$ cat src/rtl/nco_pkg.sv
package nco_pkg;

  // arctangent of 2^-i in radians, by power series (i = 0 handled exactly)
  function automatic real atan_pow2(input int i);
    real x;
    real p;
    real sum;
    real sgn;
    if (i == 0) return 0.7853981633974483;
    x = 1.0;
    for (int k = 0; k < i; k++) x = x / 2.0;
    p   = x;
    sum = 0.0;
    sgn = 1.0;
    for (int n = 0; n < 24; n++) begin
      sum = sum + sgn * p / real'(2 * n + 1);
      p   = p * x * x;
      sgn = -sgn;
    end
    return sum;
  endfunction

  // same angle in units where 2^ph_w is one full turn
  function automatic int atan_units(input int i, input int ph_w);
    real turns;
    real scale;
    scale = 1.0;
    for (int k = 0; k < ph_w; k++) scale = scale * 2.0;
    turns = atan_pow2(i) / 6.283185307179586;
    return $rtoi(turns * scale + 0.5);
  endfunction

  // 1/1.64675 with frac_w fraction bits
  function automatic int gain_seed(input int frac_w);
    real scale;
    scale = 1.0;
    for (int k = 0; k < frac_w; k++) scale = scale * 2.0;
    return $rtoi(scale / 1.64675 + 0.5);
  endfunction

endpackage

$ cat src/rtl/nco_phase_acc.sv
module nco_phase_acc #(
  parameter int ACC_W = 32,
  parameter int PH_W  = 16
) (
  input  logic             clk,
  input  logic             rst_n,
  input  logic             en,
  input  logic [ACC_W-1:0] step,
  output logic [PH_W-1:0]  phase
);

  logic [ACC_W-1:0] acc_q;
  logic [ACC_W-1:0] acc_d;

  always_comb begin
    acc_d = acc_q;
    if (en) acc_d = acc_q + step;
  end

  always_ff @(posedge clk or negedge rst_n) begin
    if (!rst_n) acc_q <= '0;
    else        acc_q <= acc_d;
  end

  assign phase = acc_q[ACC_W-1 -: PH_W];

  a_r2_step: assert property (@(posedge clk) disable iff (!rst_n)
    en |=> acc_q == $past(acc_q) + $past(step));

  a_r2_hold: assert property (@(posedge clk) disable iff (!rst_n)
    !en |=> $stable(acc_q));

endmodule

$ cat src/rtl/nco_prerotate.sv
module nco_prerotate #(
  parameter int PH_W  = 16,
  parameter int DP_W  = 16,
  parameter int ANG_W = PH_W + 1
) (
  input  logic                    clk,
  input  logic                    rst_n,
  input  logic                    vld_i,
  input  logic [PH_W-1:0]         phase_i,
  output logic                    vld_o,
  output logic signed [DP_W-1:0]  x_o,
  output logic signed [DP_W-1:0]  y_o,
  output logic signed [ANG_W-1:0] z_o
);

  localparam logic signed [DP_W-1:0]  SEED = DP_W'(nco_pkg::gain_seed(DP_W - 2));
  localparam logic signed [ANG_W-1:0] QTR  = ANG_W'(2 ** (PH_W - 2));

  logic signed [ANG_W-1:0] ang;
  logic signed [DP_W-1:0]  x_d, y_d;
  logic signed [ANG_W-1:0] z_d;
  logic                    vld_q;
  logic signed [DP_W-1:0]  x_q, y_q;
  logic signed [ANG_W-1:0] z_q;

  assign ang = {phase_i[PH_W-1], phase_i};

  always_comb begin
    unique case (phase_i[PH_W-1 -: 2])
      2'b01: begin x_d = '0;   y_d = SEED;  z_d = ang - QTR; end
      2'b10: begin x_d = '0;   y_d = -SEED; z_d = ang + QTR; end
      default: begin x_d = SEED; y_d = '0;  z_d = ang;       end
    endcase
  end

  always_ff @(posedge clk or negedge rst_n) begin
    if (!rst_n) begin
      vld_q <= 1'b0;
      x_q   <= '0;
      y_q   <= '0;
      z_q   <= '0;
    end else begin
      vld_q <= vld_i;
      if (vld_i) begin
        x_q <= x_d;
        y_q <= y_d;
        z_q <= z_d;
      end
    end
  end

  assign vld_o = vld_q;
  assign x_o   = x_q;
  assign y_o   = y_q;
  assign z_o   = z_q;

  a_r7_fold: assert property (@(posedge clk) disable iff (!rst_n)
    vld_q |-> (z_q <= QTR && z_q >= -QTR));

endmodule

$ cat src/rtl/nco_cordic_stage.sv
module nco_cordic_stage #(
  parameter int DP_W  = 16,
  parameter int ANG_W = 17,
  parameter int SHIFT = 0,
  parameter int ATAN  = 0
) (
  input  logic                    clk,
  input  logic                    rst_n,
  input  logic                    vld_i,
  input  logic signed [DP_W-1:0]  x_i,
  input  logic signed [DP_W-1:0]  y_i,
  input  logic signed [ANG_W-1:0] z_i,
  output logic                    vld_o,
  output logic signed [DP_W-1:0]  x_o,
  output logic signed [DP_W-1:0]  y_o,
  output logic signed [ANG_W-1:0] z_o
);

  localparam logic signed [ANG_W-1:0] ATAN_C = ANG_W'(ATAN);
  localparam logic signed [DP_W-1:0]  NLIM   = DP_W'(2 ** (DP_W - 2) + 64);

  logic signed [DP_W-1:0]  xs, ys, x_d, y_d;
  logic signed [ANG_W-1:0] z_d;
  logic                    vld_q;
  logic signed [DP_W-1:0]  x_q, y_q;
  logic signed [ANG_W-1:0] z_q;

  assign xs = x_i >>> SHIFT;
  assign ys = y_i >>> SHIFT;

  always_comb begin
    if (!z_i[ANG_W-1]) begin
      x_d = x_i - ys;
      y_d = y_i + xs;
      z_d = z_i - ATAN_C;
    end else begin
      x_d = x_i + ys;
      y_d = y_i - xs;
      z_d = z_i + ATAN_C;
    end
  end

  always_ff @(posedge clk or negedge rst_n) begin
    if (!rst_n) begin
      vld_q <= 1'b0;
      x_q   <= '0;
      y_q   <= '0;
      z_q   <= '0;
    end else begin
      vld_q <= vld_i;
      if (vld_i) begin
        x_q <= x_d;
        y_q <= y_d;
        z_q <= z_d;
      end
    end
  end

  assign vld_o = vld_q;
  assign x_o   = x_q;
  assign y_o   = y_q;
  assign z_o   = z_q;

  // vector norm stays at or below 1.0 (plus rounding), so nothing wraps
  a_r4_norm: assert property (@(posedge clk) disable iff (!rst_n)
    vld_q |-> (x_q <= NLIM && x_q >= -NLIM && y_q <= NLIM && y_q >= -NLIM));

endmodule

$ cat src/rtl/nco_out_quant.sv
module nco_out_quant #(
  parameter int DP_W  = 16,
  parameter int OUT_W = 12
) (
  input  logic                    clk,
  input  logic                    rst_n,
  input  logic                    vld_i,
  input  logic signed [DP_W-1:0]  x_i,
  input  logic signed [DP_W-1:0]  y_i,
  output logic                    vld_o,
  output logic signed [OUT_W-1:0] cos_o,
  output logic signed [OUT_W-1:0] sin_o
);

  localparam int DROP = DP_W - OUT_W - 1;
  localparam logic signed [DP_W-1:0] HI = DP_W'(2 ** (OUT_W - 1) - 1);
  localparam logic signed [DP_W-1:0] LO = -DP_W'(2 ** (OUT_W - 1));

  logic signed [DP_W-1:0]  xs, ys;
  logic signed [OUT_W-1:0] c_d, s_d;
  logic                    vld_q;
  logic signed [OUT_W-1:0] c_q, s_q;

  function automatic logic signed [OUT_W-1:0] sat(input logic signed [DP_W-1:0] v);
    if (v > HI)      return HI[OUT_W-1:0];
    else if (v < LO) return LO[OUT_W-1:0];
    else             return v[OUT_W-1:0];
  endfunction

  assign xs = x_i >>> DROP;
  assign ys = y_i >>> DROP;

  always_comb begin
    c_d = sat(xs);
    s_d = sat(ys);
  end

  always_ff @(posedge clk or negedge rst_n) begin
    if (!rst_n) begin
      vld_q <= 1'b0;
      c_q   <= '0;
      s_q   <= '0;
    end else begin
      vld_q <= vld_i;
      if (vld_i) begin
        c_q <= c_d;
        s_q <= s_d;
      end
    end
  end

  assign vld_o = vld_q;
  assign cos_o = c_q;
  assign sin_o = s_q;

  a_r6_hold: assert property (@(posedge clk) disable iff (!rst_n)
    !vld_q |-> ($stable(c_q) && $stable(s_q)));

endmodule

$ cat src/rtl/nco_cordic_osc.sv
module nco_cordic_osc #(
  parameter int ACC_W  = 32,
  parameter int PH_W   = 16,
  parameter int DP_W   = 16,
  parameter int OUT_W  = 12,
  parameter int STAGES = 14
) (
  input  logic                    clk,
  input  logic                    rst_n,
  input  logic                    en,
  input  logic [ACC_W-1:0]        freq_word,
  output logic signed [OUT_W-1:0] cos_out,
  output logic signed [OUT_W-1:0] sin_out,
  output logic                    out_valid
);

  localparam int ANG_W = PH_W + 1;
  localparam logic signed [ANG_W-1:0] ZRES = ANG_W'(12);

  logic [1:0]      rst_sync_q;
  logic            rst_i_n;
  logic [PH_W-1:0] phase;

  logic                    vld_s [STAGES+1];
  logic signed [DP_W-1:0]  x_s   [STAGES+1];
  logic signed [DP_W-1:0]  y_s   [STAGES+1];
  logic signed [ANG_W-1:0] z_s   [STAGES+1];

  always_ff @(posedge clk or negedge rst_n) begin
    if (!rst_n) rst_sync_q <= 2'b00;
    else        rst_sync_q <= {rst_sync_q[0], 1'b1};
  end
  assign rst_i_n = rst_sync_q[1];

  nco_phase_acc #(.ACC_W(ACC_W), .PH_W(PH_W)) u_acc (
    .clk(clk), .rst_n(rst_i_n), .en(en), .step(freq_word), .phase(phase)
  );

  nco_prerotate #(.PH_W(PH_W), .DP_W(DP_W), .ANG_W(ANG_W)) u_pre (
    .clk(clk), .rst_n(rst_i_n), .vld_i(en), .phase_i(phase),
    .vld_o(vld_s[0]), .x_o(x_s[0]), .y_o(y_s[0]), .z_o(z_s[0])
  );

  for (genvar g = 0; g < STAGES; g++) begin : g_stage
    nco_cordic_stage #(
      .DP_W(DP_W), .ANG_W(ANG_W), .SHIFT(g),
      .ATAN(nco_pkg::atan_units(g, PH_W))
    ) u_stage (
      .clk(clk), .rst_n(rst_i_n), .vld_i(vld_s[g]),
      .x_i(x_s[g]), .y_i(y_s[g]), .z_i(z_s[g]),
      .vld_o(vld_s[g+1]), .x_o(x_s[g+1]), .y_o(y_s[g+1]), .z_o(z_s[g+1])
    );
  end

  nco_out_quant #(.DP_W(DP_W), .OUT_W(OUT_W)) u_out (
    .clk(clk), .rst_n(rst_i_n), .vld_i(vld_s[STAGES]),
    .x_i(x_s[STAGES]), .y_i(y_s[STAGES]),
    .vld_o(out_valid), .cos_o(cos_out), .sin_o(sin_out)
  );

  // the residual angle after the last stage is close to zero
  a_r4_converged: assert property (@(posedge clk) disable iff (!rst_i_n)
    vld_s[STAGES] |-> (z_s[STAGES] <= ZRES && z_s[STAGES] >= -ZRES));

endmodule

$ cat config.mk
export PLATFORM = sky130hd
export DESIGN_NAME = nco_cordic_osc
export DESIGN_NICKNAME = d
export VERILOG_FILES = /design/src/rtl/nco_pkg.sv /design/src/rtl/nco_phase_acc.sv /design/src/rtl/nco_prerotate.sv /design/src/rtl/nco_cordic_stage.sv /design/src/rtl/nco_out_quant.sv /design/src/rtl/nco_cordic_osc.sv
export SDC_FILE = /design/constraint.sdc
export NUM_CORES = 2
export LEC_CHECK = 0
export ABC_AREA = 0
export ABC_CLOCK_PERIOD_IN_PS = 22300
export BUFFER_PORTS_ARGS = -buffer_cell sky130_fd_sc_hd__clkbuf_2
export CAP_MARGIN = 20
export CORE_AREA = 3 3 349 351
export CTS_CLUSTER_SIZE = 12
export DETAILED_ROUTE_END_ITERATION = 10
export DIE_AREA = 0 0 352 354
export PLACE_DENSITY = 0.68
export SLEW_MARGIN = 0
export SYNTH_ARGS = -nofsm -noshare
export SYNTH_HDL_FRONTEND = slang
export SYNTH_SLANG_ARGS = --single-unit
export TNS_END_PERCENT = 1
$ cat constraint.sdc
create_clock -name clk -period 22.3 [get_ports clk]
set_clock_uncertainty 0.1 [all_clocks]
set_input_delay 1.115 -clock clk [delete_from_list [all_inputs] [get_ports clk]]
set_output_delay 1.115 -clock clk [all_outputs]
set_load 0.1 [all_outputs]
# After elaboration in Yosys (flattened, before gate mapping)
# Cells that the tools add are included.
totals:
  register_bits: 792
  in_bits: 35
classes:
  add_sub_neg: 84
  magnitude_cmp: 4
  eq_ne: 2
  n_mux: 48
  n_reduce_logical: 1
op_table:
  columns: ["cell", "count"]
  rows:
  - ["$mux 16", 28]
  - ["$mux 17", 13]
  - ["$mux 12", 4]
  - ["$pmux 17 s2", 1]
  - ["$add 16x10->16", 2]
  - ["$add 16x11->16", 2]
  - ["$add 16x12->16", 2]
  - ["$add 16x13->16", 2]
  - ["$add 16x14->16", 2]
  - ["$add 16x15->16", 2]
  - ["$add 16x3->16", 2]
  - ["$add 16x4->16", 2]
  - ["$add 16x5->16", 2]
  - ["$add 16x6->16", 2]
  - ["$add 16x7->16", 2]
  - ["$add 16x8->16", 2]
  - ["$add 16x9->16", 2]
  - ["$add 32x32->32", 1]
  - ["$pmux 16 s2", 1]
  - ["$sub 16x10->16", 2]
  - ["$sub 16x11->16", 2]
  - ["$sub 16x12->16", 2]
  - ["$sub 16x13->16", 2]
  - ["$sub 16x14->16", 2]
  - ["other kinds (44)", 55]

# Depth between registers and ports, before layout
depth:
  depth_word: 3
  mapped_depth: 17
  mapped_depth_nobuf: 17

# By module
# A second synthesis with hierarchy kept.
unflattened:
  cells_unflattened: 7649
  area_unflattened_um2: 68738.4
modules_own_cells:
  columns: ["module", "instances", "cells_each", "area_each_um2", "seq_area_each_um2"]
  rows:
  - ["nco_cordic_stage (g_stage[7].u_stage)", 1, 565, 4879.7, 1251.2]
  - ["nco_cordic_stage (g_stage[4].u_stage)", 1, 563, 4848.4, 1251.2]
  - ["nco_cordic_stage (g_stage[2].u_stage)", 1, 537, 4705.8, 1251.2]
  - ["nco_cordic_stage (g_stage[12].u_stage)", 1, 513, 4543.1, 1251.2]
  - ["nco_cordic_stage (g_stage[8].u_stage)", 1, 488, 4535.6, 1251.2]
  - ["nco_cordic_stage (g_stage[3].u_stage)", 1, 499, 4525.6, 1251.2]
  - ["nco_cordic_stage (g_stage[11].u_stage)", 1, 492, 4495.6, 1251.2]
  - ["nco_cordic_stage (g_stage[5].u_stage)", 1, 491, 4488.1, 1251.2]
  - ["nco_cordic_stage (g_stage[10].u_stage)", 1, 507, 4486.8, 1251.2]
  - ["nco_cordic_stage (g_stage[6].u_stage)", 1, 502, 4470.5, 1251.2]
  - ["nco_cordic_stage (g_stage[0].u_stage)", 1, 521, 4449.3, 1226.2]
  - ["nco_cordic_stage (g_stage[1].u_stage)", 1, 484, 4391.7, 1251.2]
  - ["nco_cordic_stage (g_stage[9].u_stage)", 1, 478, 4330.4, 1251.2]
  - ["nco_cordic_stage (g_stage[13].u_stage)", 1, 469, 4289.1, 1251.2]
  - ["+4 rows", null, null, null, null]

# Worst setup path before layout
# OpenSTA, ideal clock, no wires.
synth_path:
  kind: "reg2reg"
  from: "reg g_stage[10].u_stage.z_q[16]"
  to: "reg g_stage[11].u_stage.x_q[14]"
  t_arrival_ns: 3.457
  required_ns: 22.113
  setup_slack_ns: 18.656
  stages_incl_launch_ff: 13
  path_buffers: 1
  period_less_slack_ns: 3.644
  path_cell_list: "dfrtp_1 buf_1 clkinv_1 nor2_1 a21oi_1 ha_1 nor2b_1 o21a_1 o41ai_2 o21ai_0 o41ai_1 mux2_2 o211ai_1"
synth_via:
  elab_chain_len: 1
synth_lines:
  columns: ["element", "line_no", "rtl"]
  rows:
  - ["from (decl)", "nco_cordic_stage.sv:26", "logic signed [ANG_W-1:0] z_q;"]
  - ["from (signal assigned)", "nco_cordic_stage.sv:54", "z_q <= z_d;"]
  - ["$mux 16", "nco_cordic_stage.sv:32", "if (!z_i[ANG_W-1]) begin"]
  - ["to (signal assigned)", "nco_cordic_stage.sv:46", "x_q <= '0;"]
  - ["to (signal assigned)", "nco_cordic_stage.sv:52", "x_q <= x_d;"]
  - ["to (decl)", "nco_cordic_stage.sv:25", "logic signed [DP_W-1:0] x_q, y_q;"]
# Every way passes these cells.
# A chain may end at the register's enable or synchronous reset.

# Worst setup path in the final report
layout_path:
  from: "reg g_stage[7].u_stage.z_q[16]"
  to: "reg g_stage[8].u_stage.x_q[15]"
layout_via:
  elab_chain_len: 1
layout_lines:
  columns: ["element", "line_no"]
  rows:
  - ["from (decl)", "nco_cordic_stage.sv:26"]
  - ["from (signal assigned)", "nco_cordic_stage.sv:54"]
  - ["$mux 16", "nco_cordic_stage.sv:32"]
  - ["to (signal assigned)", "nco_cordic_stage.sv:46"]
  - ["to (signal assigned)", "nco_cordic_stage.sv:52"]
  - ["to (decl)", "nco_cordic_stage.sv:25"]
# Every way passes these cells.

==> reports/results.ini <==
[clock_network]
numCtsBuffers=85
cts.repair.resized=0
worstSkewPairLatency_ns=0.68
htree_levels=3
postCtsSetupBuffers=0
cts_sinks=739
cts_tree=yes
clk_pin_slew_ns=0.06
root_buffer=clkbuf_16
clockBufferDepth=3
postCtsHoldBufs=0

[setup_path]
worstPathRequired_ns=22.73
worst-setup-path-type=register to register
r2r_slack_ns=17.60
critPathLaunchType=register
r2r_end=g_stage[8].u_stage.x_o[15]
r2r-start=g_stage[7].u_stage.z_o[16]
arrival_ns=5.12
endpoint_kind=register
r2r_cells=13
crit_fanout=24

[die]
ios=60
die_area_um2=125000
die_y_um=354
die_w_um=352
core_region_area_um2=119000
fp-row-count=127
start_util_pct=49.7

[layout]
drive_above_1_share_pct=12.8
area_delta_synth_final_pct=8.41
antenna_cells=0
nNetsFinal=7096
final_cells=8008

[route]
first_iter_violations=3054
drc_errors=0
drt_wl_total_um=139000
ant_nets=0
viasPerCell=5.72
num_vias=45800
wl_per_cell_um=17.3
firstDrtPassIters=6

[timing]
setup_viol=0
min_period_over_period_pct=21.1
tightest_slew_ns=0.998
fmax_mhz=213
rsz0062_at_grt=false
hold_violations=0
finalWorstPathRequiredPeriod_ns=4.70
tns_ns=0
max_slew_margin_pct=33.4
drv_slew=0

[global_routing]
grt_pass1_wl_um=231000
grt_pass1_vias=45300
grt.total_usage_pct=22.1
grt.overflow.total=0
antenna_found_initial=0
grt_max_degree=159

[placed_design]
dpl.hpwl_um=107000
port_buffers=59
dp.cells=7850
place_congestion=0.895

[yosys]
ys_warn_count=0
yosys.cell_types.count=79
ys_ff_latch=739
synth_edf_count=0
synthFlopType=dfrtp_1
seq_area_frac_synth_pct=31.2
syn_inst=6321
synthArstFlopShare_pct=100
syn-cell-area_um2=59300
synthesis.nets=7090
syn_avg_cell_area_um2=9.38

[job]
drv_cap=0

[min_path]
hold_path_class=primary input to async pin

[run_status]
status=completed

## through the flow
step	instance area [um2]	util, %	hold slack (ns)	worst slack [ns]
after floorplan	59300	-	0.231	0.0761
after global placement	61200	51.3	0.234	17.70
after detailed placement	61200	51.3	0.243	17.65
after CTS	64200	53.8	0.0681	17.63
after global routing	64300	53.9	0.0825	17.25
final	64300	53.9	0.124	17.60
## layout make-up
cell class              instances  area (um2)
well taps                    1612        2020
clock inverters                36         484
fillers                     10700       55100
clock buffers                 120        2520
multi-input cells            5059       38800
flip-flops and latches        739       18500
repair buffers                 92         596
inverters                     350        1310
## registers in the layout (all words and copies together) (netlist names), 3 cells and up
register / count
g_stage.u_stage.vld_o: 14
g_stage.u_stage.x_o: 220
g_stage.u_stage.y_o: 221
g_stage.u_stage.z_o: 204
u_acc.acc_q: 32
u_out.cos_o: 12
u_out.sin_o: 12
u_pre.y_o: 3
u_pre.z_o: 16
## Yosys cell counts (all sizes together) (65+ instances only)
cell / number / area (um2)
a21oi: 554 / 2780
nand3: 108 / 541
clkbuf: 139 / 522
dfrtp: 739 / 18500
nand2: 312 / 1170
a21o: 138 / 1040
mux2: 497 / 5600
nor2: 534 / 2000
ha: 691 / 8650
nor3: 193 / 966
a31oi: 81 / 519
nor2b: 78 / 488
o21bai: 65 / 488
mux2i: 72 / 721
inv: 343 / 1290
xor2: 175 / 1530
o21ai: 286 / 1440
xnor2: 476 / 4170
## worst max path at each step
stage	end	slack, ns	from	cells after the start
5_1_grt	g_stage[8].u_stage.x_o[15]	17.25	g_stage[7].u_stage.z_o[16]	13
2_1_floorplan	g_stage[0].u_stage.vld_o	0.08	rst_sync_q[1]	0
3_5_place_dp	g_stage[8].u_stage.z_o[15]	17.65	g_stage[7].u_stage.z_o[16]	11
3_3_place_gp	g_stage[8].u_stage.x_o[15]	17.70	g_stage[7].u_stage.z_o[16]	13
4_1_cts	g_stage[8].u_stage.x_o[15]	17.63	g_stage[7].u_stage.z_o[16]	13
6_report	g_stage[8].u_stage.x_o[15]	17.60	g_stage[7].u_stage.z_o[16]	13
## kinds of logic after synthesis
group / count (synthesis) / share of synthesized area, %
multiplexers: 569 / 10.7
AND/OR/NAND/NOR: 1552 / 12.4
buffers and inverters: 523 / 3.31
other: 1 / 0.00633
adder cells (fa/ha/maj): 745 / 16.2
AO/OA/AOI/OAI: 1540 / 16.5
flip-flops: 739 / 31.2
XOR/XNOR: 652 / 9.66
## routing by layer
layer  up-vias  share of wire [%]  GRT usage (%)
met5         -                  0              0
met4         0                3.5           7.68
met3       249                3.1           2.46
met2       721                 50           39.6
met1     22000                 44           27.5
li1      22800                  -              -
## worst max-delay path, stage by stage, from the launching register on
cell and delay, ns:
dfrtp_1 0.91, clkinv_1 0.91, o21ai_0 0.34, xnor2_1 0.20
ha_1 0.28, a21o_1 0.20, nor3_1 0.12, o21ai_0 0.14
a31oi_1 0.27, o21ai_0 0.17, or4_1 0.42, a31oi_1 0.24
xnor2_1 0.14, mux2i_1 0.09
## layout by cell type (no fill, tap or decap), types with 35 or more instances in the layout
cell type,n
dfrtp_1,725
ha_1,691
a21oi_1,551
nor2_1,534
mux2_2,497
xnor2_1,476
inv_1,343
nand2_1,312
o21ai_0,283
nor3_1,193
xor2_1,175
a21o_1,138
nand3_1,108
clkbuf_16,86
a31oi_1,79
nor2b_1,78
mux2i_1,72
o21bai_1,65
clkbuf_2,59
o21a_1,51
and3_1,48
nand2b_1,47
o211ai_1,46
or3_1,45
fa_1,43
a211oi_1,42
o31ai_1,35
Power is left out: the tool's default activity adds up to more than one toggle a clock period on the data nets, which glitch-free logic cannot reach.
